$ cat src/rtl/dma_evt_pkg.sv
package dma_evt_pkg;
    typedef enum logic [2:0] {
        OP_EVT_SET  = 3'd0,
        OP_EN_SET   = 3'd1,
        OP_EN_CLR   = 3'd2,
        OP_MISS_CLR = 3'd3,
        OP_QMAP     = 3'd4,
        OP_RAE_WR   = 3'd5
    } wr_op_e;
endpackage

$ cat src/rtl/dma_evt_edge.sv
module dma_evt_edge #(
    parameter int W = 16
) (
    input  logic         clk,
    input  logic         rst_n,
    input  logic [W-1:0] lvl,
    output logic [W-1:0] rise
);
    logic [W-1:0] prev_d, prev_q;

    always_comb begin
        prev_d = lvl;
        rise   = lvl & ~prev_q;
    end

    always_ff @(posedge clk or negedge rst_n) begin
        if (!rst_n) prev_q <= '0;
        else        prev_q <= prev_d;
    end
endmodule

$ cat src/rtl/dma_evt_pick.sv
module dma_evt_pick #(
    parameter int W  = 16,
    parameter int CW = 4
) (
    input  logic [W-1:0]  req,
    output logic          valid,
    output logic [CW-1:0] idx
);
    always_comb begin
        valid = |req;
        idx   = '0;
        for (int i = W - 1; i >= 0; i--) begin
            if (req[i]) idx = CW'(i);
        end
    end
endmodule

$ cat src/rtl/dma_evt_dispatch.sv
module dma_evt_dispatch
    import dma_evt_pkg::*;
#(
    parameter int NCH  = 16,
    parameter int NREG = 2,
    parameter int NQ   = 2,
    localparam int CW  = (NCH  > 1) ? $clog2(NCH)  : 1,
    localparam int QW  = (NQ   > 1) ? $clog2(NQ)   : 1,
    localparam int RW  = (NREG > 1) ? $clog2(NREG) : 1
) (
    input  logic             clk,
    input  logic             rst_n,
    input  logic [NCH-1:0]   ext_evt,
    input  logic             wr_valid,
    input  logic [2:0]       wr_op,
    input  logic             wr_shadow,
    input  logic [RW-1:0]    wr_region,
    input  logic [CW-1:0]    wr_chan,
    input  logic [NCH-1:0]   wr_data,
    input  logic             cc_valid,
    input  logic [CW-1:0]    cc_code,
    input  logic [NQ-1:0]    qreq_ready,
    output logic [NQ-1:0]    qreq_valid,
    output logic [NQ*CW-1:0] qreq_chan,
    output logic [NCH-1:0]   evt_pend,
    output logic [NCH-1:0]   en_mask,
    output logic [NCH-1:0]   miss_mask
);
    typedef struct packed {
        logic [NCH-1:0]           evt;
        logic [NCH-1:0]           byp;
        logic [NCH-1:0]           en;
        logic [NCH-1:0]           miss;
        logic [NREG-1:0][NCH-1:0] rae;
        logic [NCH-1:0][QW-1:0]   qmap;
    } state_t;

    state_t st_d, st_q;

    logic [NCH-1:0]          rise;
    logic [NCH-1:0]          reg_mask;
    logic [NCH-1:0]          wmask;
    logic [NCH-1:0]          clr;
    logic [NQ-1:0][NCH-1:0]  elig;
    logic [NQ-1:0][CW-1:0]   pick_idx;
    logic [NQ-1:0][NCH-1:0]  grant_oh;

    wr_op_e op;
    assign op = wr_op_e'(wr_op);

    dma_evt_edge #(.W(NCH)) u_edge (
        .clk   (clk),
        .rst_n (rst_n),
        .lvl   (ext_evt),
        .rise  (rise)
    );

    // one picker per queue over the channels mapped to it
    for (genvar q = 0; q < NQ; q++) begin : g_queue
        always_comb begin
            for (int c = 0; c < NCH; c++) begin
                elig[q][c] = st_q.evt[c] & (st_q.en[c] | st_q.byp[c])
                           & (st_q.qmap[c] == QW'(q));
            end
        end

        dma_evt_pick #(.W(NCH), .CW(CW)) u_pick (
            .req   (elig[q]),
            .valid (qreq_valid[q]),
            .idx   (pick_idx[q])
        );

        assign qreq_chan[q*CW +: CW] = pick_idx[q];
        assign grant_oh[q] = (qreq_valid[q] && qreq_ready[q])
                           ? (NCH'(1) << pick_idx[q]) : '0;

        // accepted channel leaves the pending set unless retriggered
        assert_accept_clears_R8: assert property (@(posedge clk) disable iff (!rst_n)
            (qreq_valid[q] && qreq_ready[q] && !cc_valid && !wr_valid
             && !ext_evt[pick_idx[q]])
            |=> !evt_pend[$past(pick_idx[q])]);

        // an offered channel is enabled or was set by a bypassing source
        assert_offer_gated_R4: assert property (@(posedge clk) disable iff (!rst_n)
            qreq_valid[q] |-> (st_q.en[pick_idx[q]] || st_q.byp[pick_idx[q]]));
    end

    always_comb begin
        reg_mask = '0;
        if (int'(wr_region) < NREG) reg_mask = st_q.rae[wr_region];
        wmask = wr_shadow ? (wr_data & reg_mask) : wr_data;
    end

    always_comb begin
        logic [NCH-1:0] man;
        logic [NCH-1:0] chn;
        logic [NCH-1:0] mclr;

        clr = '0;
        for (int q = 0; q < NQ; q++) clr = clr | grant_oh[q];

        man  = (wr_valid && op == OP_EVT_SET)  ? wmask : '0;
        mclr = (wr_valid && op == OP_MISS_CLR) ? wmask : '0;
        chn  = cc_valid ? (NCH'(1) << cc_code) : '0;

        st_d      = st_q;
        st_d.evt  = (st_q.evt & ~clr) | rise | man | chn;
        st_d.byp  = (st_q.byp & ~clr) | man | chn;
        st_d.miss = (st_q.miss & ~mclr) | (rise & st_q.evt & ~clr);

        if (wr_valid) begin
            case (op)
                OP_EN_SET: st_d.en = st_q.en | wmask;
                OP_EN_CLR: st_d.en = st_q.en & ~wmask;
                OP_QMAP: begin
                    if (!wr_shadow && int'(wr_chan) < NCH)
                        st_d.qmap[wr_chan] = wr_data[QW-1:0];
                end
                OP_RAE_WR: begin
                    if (!wr_shadow && int'(wr_region) < NREG)
                        st_d.rae[wr_region] = wr_data;
                end
                default: ;
            endcase
        end
    end

    always_ff @(posedge clk or negedge rst_n) begin
        if (!rst_n) st_q <= '0;
        else        st_q <= st_d;
    end

    assign evt_pend  = st_q.evt;
    assign en_mask   = st_q.en;
    assign miss_mask = st_q.miss;

    assert_manual_sets_R2: assert property (@(posedge clk) disable iff (!rst_n)
        (wr_valid && wr_op == 3'd0 && !wr_shadow)
        |=> ((evt_pend & $past(wr_data)) == $past(wr_data)));

    assert_chain_sets_R3: assert property (@(posedge clk) disable iff (!rst_n)
        cc_valid |=> evt_pend[$past(cc_code)]);

    assert_shadow_mask_R6: assert property (@(posedge clk) disable iff (!rst_n)
        (wr_valid && wr_op == 3'd1 && wr_shadow)
        |=> ((en_mask & ~$past(en_mask) & ~$past(reg_mask)) == '0));

    assert_miss_needs_pending_R9: assert property (@(posedge clk) disable iff (!rst_n)
        ((miss_mask & ~$past(miss_mask) & ~$past(evt_pend)) == '0));
endmodule

$ cat config.mk
export PLATFORM = sky130hd
export DESIGN_NAME = dma_evt_dispatch
export DESIGN_NICKNAME = d
export VERILOG_FILES = /design/src/rtl/dma_evt_pkg.sv /design/src/rtl/dma_evt_edge.sv /design/src/rtl/dma_evt_pick.sv /design/src/rtl/dma_evt_dispatch.sv
export SDC_FILE = /design/constraint.sdc
export NUM_CORES = 1
export LEC_CHECK = 0
export BUFFER_PORTS_ARGS = -buffer_cell sky130_fd_sc_hd__buf_2
export CORE_MARGIN = 1.5
export CORE_UTILIZATION = 57
export DETAILED_ROUTE_END_ITERATION = 10
export HOLD_SLACK_MARGIN = 0.03
export PLACE_DENSITY = 0.84
export SLEW_MARGIN = 20
export SYNTH_ARGS = -nofsm -noshare
export SYNTH_HDL_FRONTEND = slang
export SYNTH_SLANG_ARGS = --single-unit
$ cat constraint.sdc
create_clock -name clk -period 2.2 [get_ports clk]
set_input_delay 0.44 -clock clk [delete_from_list [all_inputs] [get_ports clk]]
set_output_delay 0.44 -clock clk [all_outputs]
set_load 0.02 [all_outputs]
==> impl_summary.log <==
[metrics] outcome: finished with violations
[metrics] violated checks: DRC, setup timing
[metrics] share of layout cells above drive strength 1: 0.477
[metrics] critical path launch point type: register
[metrics] setup-violating endpoint count in the final report: 36
[metrics] Peak supply drop: 672 µV
[metrics] classification of the worst setup path: reg -> out
[metrics] largest family of logic cells by synthesized area: compound AO/OA/AOI/OAI gates
[metrics] Max H-tree Level: 4
[metrics] static leakage power: 3.77 nW
[metrics] PortBufs: 108
[metrics] power spent charging and discharging nets: 3.24 mW
[metrics] largest buffer count on any clock path: 2
[metrics] area used by sequential logic in the layout: 0.00321 mm²
[metrics] TNS Setup: -3520 ps
[metrics] average cell area after synthesis: 10.9 µm²
[metrics] Worst Path Required: 1760 ps
[metrics] top cell family by delay on the critical path: simple AND/OR/NAND/NOR gates
[metrics] number of I/O pins: 109
[metrics] chip height: 112 µm
[metrics] P&R area growth vs syn: 28.2%
[metrics] buffers plus inverters on the worst setup path: 2
[metrics] via count normalized by instance count: 6.46
[metrics] Netlist Area Pre-Place: 0.00678 mm²
[metrics] proportion of synthesized area in mux cells: 0.130
[metrics] count of synthesis-stage warnings from yosys: 0
[metrics] arithmetic-cell share of the synthesized area counting full adders, half adders and majority gates: 0
[metrics] number of antenna cells inserted: 0
[metrics] worst setup slack before clock tree synthesis: -279 ps
[metrics] largest driver fanout on the critical path: 4
[metrics] register bit total from synthesis: 128
[metrics] Critical-path top delay cell: dfrtp_1
[metrics] post-synthesis async set-or-reset flop share: 1.00
[metrics] power per standard cell area: 1060 mW/mm²
[metrics] clock root buffer master: clkbuf_16
[metrics] area enclosed by the die boundary: 0.0126 mm²
[metrics] combined area of the multi-input logic cells: 0.00354 mm²
[metrics] post-route minimum period: 2510 ps
[metrics] clock network latency to the later pin of the worst-skew pair: 420 ps
[metrics] Syn Nets: 676
[metrics] cell taking the most area after synthesis: dfrtp_1
[metrics] Placed Cells incl. Taps: 854
[metrics] unrepaired setup endpoints after global routing: yes
[metrics] Flop pwr share: 0.361
[metrics] floorplan row count: 39
[metrics] sequential share of the synthesized area: 0.472
[metrics] longest individual stage delay on the worst path: 420 ps
[metrics] number of clock sinks: 128
[metrics] endpoint kind of the worst setup timing path: output pin
[metrics] all-layer global routing usage: 0.330
[metrics] Congestion Overflow GR: 0
[metrics] Post-layout nets: 816
[metrics] most frequent cells after synthesis: dfrtp_1, mux2_2, nand2_1
[metrics] Wirelength per Cell: 22.3 µm
[metrics] share of total power consumed by net switching: 0.352
[metrics] drt initial violations: 551
[metrics] maximum number of pins on one net before global-route repair: 73
[metrics] final weighted congestion in routability-driven placement: 0.932
[metrics] residual DRC count: 16
[metrics] most frequent cell after synthesis: dfrtp_1
[metrics] highest clock frequency the design can meet: 399 MHz
[metrics] DR vias: 5939
[metrics] vias in the first global route: 5854
[metrics] total internal power: 5.96 mW
[metrics] Final Max Tran Viols: 0
[metrics] clock network power share: 0.286
[metrics] fill count: 750
[metrics] Starting Density: 0.589
[metrics] global-route wire length before repair: 31700 µm
[metrics] count of TritonRoute iterations in the first routing pass: 9
[metrics] worst min path class: in -> reg
[metrics] cell-by-cell trace of the critical path: o211ai_1, nand4b_1, buf_4, nor4_4, nor2b_1, buf_4
[metrics] half-perimeter wire length after placement: 14000 µm
[metrics] number of distinct library cell variants in the gate-level netlist after synthesis: 64
[metrics] core box area: 0.0115 mm²
[metrics] measured slew at the worst slew-check pin: 818 ps
[metrics] worst clock skew: 7.91 ps
[metrics] count of flip-flops with a built-in enable after synthesis: 0
[metrics] dominant cell type by count on the critical path: buf_4
[metrics] max cap viols: 0
[metrics] fraction of the mapped netlist area in compound gates: 0.193
[metrics] area fraction of the dominant cell type after synthesis: 0.472
[metrics] number of CTS-inserted buffers: 17
[metrics] cell types occupying the most area after synthesis: dfrtp_1, mux2_2, buf_4, nand2_1, mux2i_1
[metrics] portion of the clock cycle consumed by the worst path in the final layout: 1.14
[metrics] Worst Setup Slack, final: -308 ps
[metrics] number of nets with antenna violations after routing: 0
[metrics] total wirelength of the detailed-routed design: 20500 µm
[metrics] clock tree from TritonCTS: done
[metrics] clock transition at the registers of the reported paths: 50 ps
[metrics] final hold slack: 132 ps
[metrics] worst slew slack as a fraction of its limit: 0.455
[metrics] number of hold violations in the final report: 0
[metrics] fraction of power consumed by combinational cells: 0.353
[metrics] number of antenna violations at the first check in global routing: 0
[metrics] post-synthesis cell count: 625
[metrics] dominant register cell in the synthesized netlist: dfrtp_1
[metrics] Cell Count, Final, Fillers Out: 919
[metrics] Die X-Extent: 112 µm
[metrics] simple-gate share of the synthesized area: 0.137
[metrics] xor/xnor cell area share of the yosys netlist: 0.00129
[metrics] arrival time of data at the critical path endpoint: 2070 ps
[layout make-up]
type | instances | share of cell area
clock buffer | 22 | 0.0523
tap | 143 | 0.0206
sequential | 128 | 0.370
multi-input combinational | 429 | 0.407
inverter | 5 | 0.00245
clock inverter | 8 | 0.0104
timing repair buffer | 184 | 0.138
[cell families after synthesis]
group	after synthesis
AO/OA/AOI/OAI	167
multiplexers	80
buffers and inverters	68
AND/OR/NAND/NOR	181
flip-flops	128
XOR/XNOR	1
[repair_timing]
item	4_1_cts	5_1_grt
setup buffers	16	18
endpoints found under the hold margin	8	0
cloned	0	1
pin swaps	22	33
gates resized for setup	58	53
setup endpoints to repair	50	49
hold buffers	1	0
[power groups by stage]
stage	clock network (mW)	logic, mW	registers, mW
2_1_floorplan	0	1.76	3.12
5_1_grt	2.76	3.42	3.36
4_1_cts	2.65	2.86	3.23
6_report	2.63	3.25	3.32
3_5_place_dp	0	2.45	3.22
3_3_place_gp	0	2.41	3.17
[routing by layer]
| metal | global-route usage | routed length (µm) |
|---|---|---|
| met5 | 0 | 0 |
| met4 | 0.188 | 1060 |
| met3 | 0.0621 | 1310 |
| met2 | 0.551 | 10100 |
| met1 | 0.407 | 8020 |
[cell usage in the layout (no fill, tap or decap), types with 7 or more instances in the layout]
| cell | Yosys | routed |
|---|---|---|
| dfrtp_1 | 128 | 119 |
| buf_2 | 4 | 100 |
| buf_4 | 50 | 71 |
| mux2_2 | 63 | 63 |
| nand2_1 | 56 | 56 |
| nor2_1 | 37 | 27 |
| nor2b_1 | 25 | 24 |
| a211o_1 | 17 | 17 |
| clkbuf_16 | 0 | 17 |
| o22ai_1 | 23 | 16 |
| mux2i_1 | 16 | 16 |
| a21o_1 | 15 | 15 |
| nand3_1 | 15 | 14 |
| o21a_1 | 16 | 14 |
| o211ai_1 | 10 | 10 |
| buf_6 | 0 | 10 |
| o21ai_2 | 2 | 9 |
| a31o_2 | 9 | 9 |
| dfrtp_2 | 0 | 9 |
| nor2_2 | 0 | 7 |
[per-stage QoR]
step | util | total power [mW] | cell area [µm²]
2_1_floorplan | - | 4.89 | 6780
3_3_place_gp | 0.643 | 5.59 | 7410
3_5_place_dp | 0.643 | 5.67 | 7410
4_1_cts | 0.724 | 8.75 | 8340
5_1_grt | 0.755 | 9.54 | 8690
6_report | 0.755 | 9.20 | 8690
[worst paths after layout]
check                           start               end  slack (ps)  depth (start not counted)
max in group asynchronous       rst_n       evt_pend[5]        1160                          3
min reg2reg                  st_q[30]          st_q[30]         500                          1
max reg2reg                  register       evt_pend[2]        -140                          9
max                          register      qreq_chan[7]        -310                          6
min                        ext_evt[3]  u_edge.prev_q[3]         130                          1
min in group asynchronous       rst_n          st_q[30]         400                          2
(Power assumes the default switching activity.)
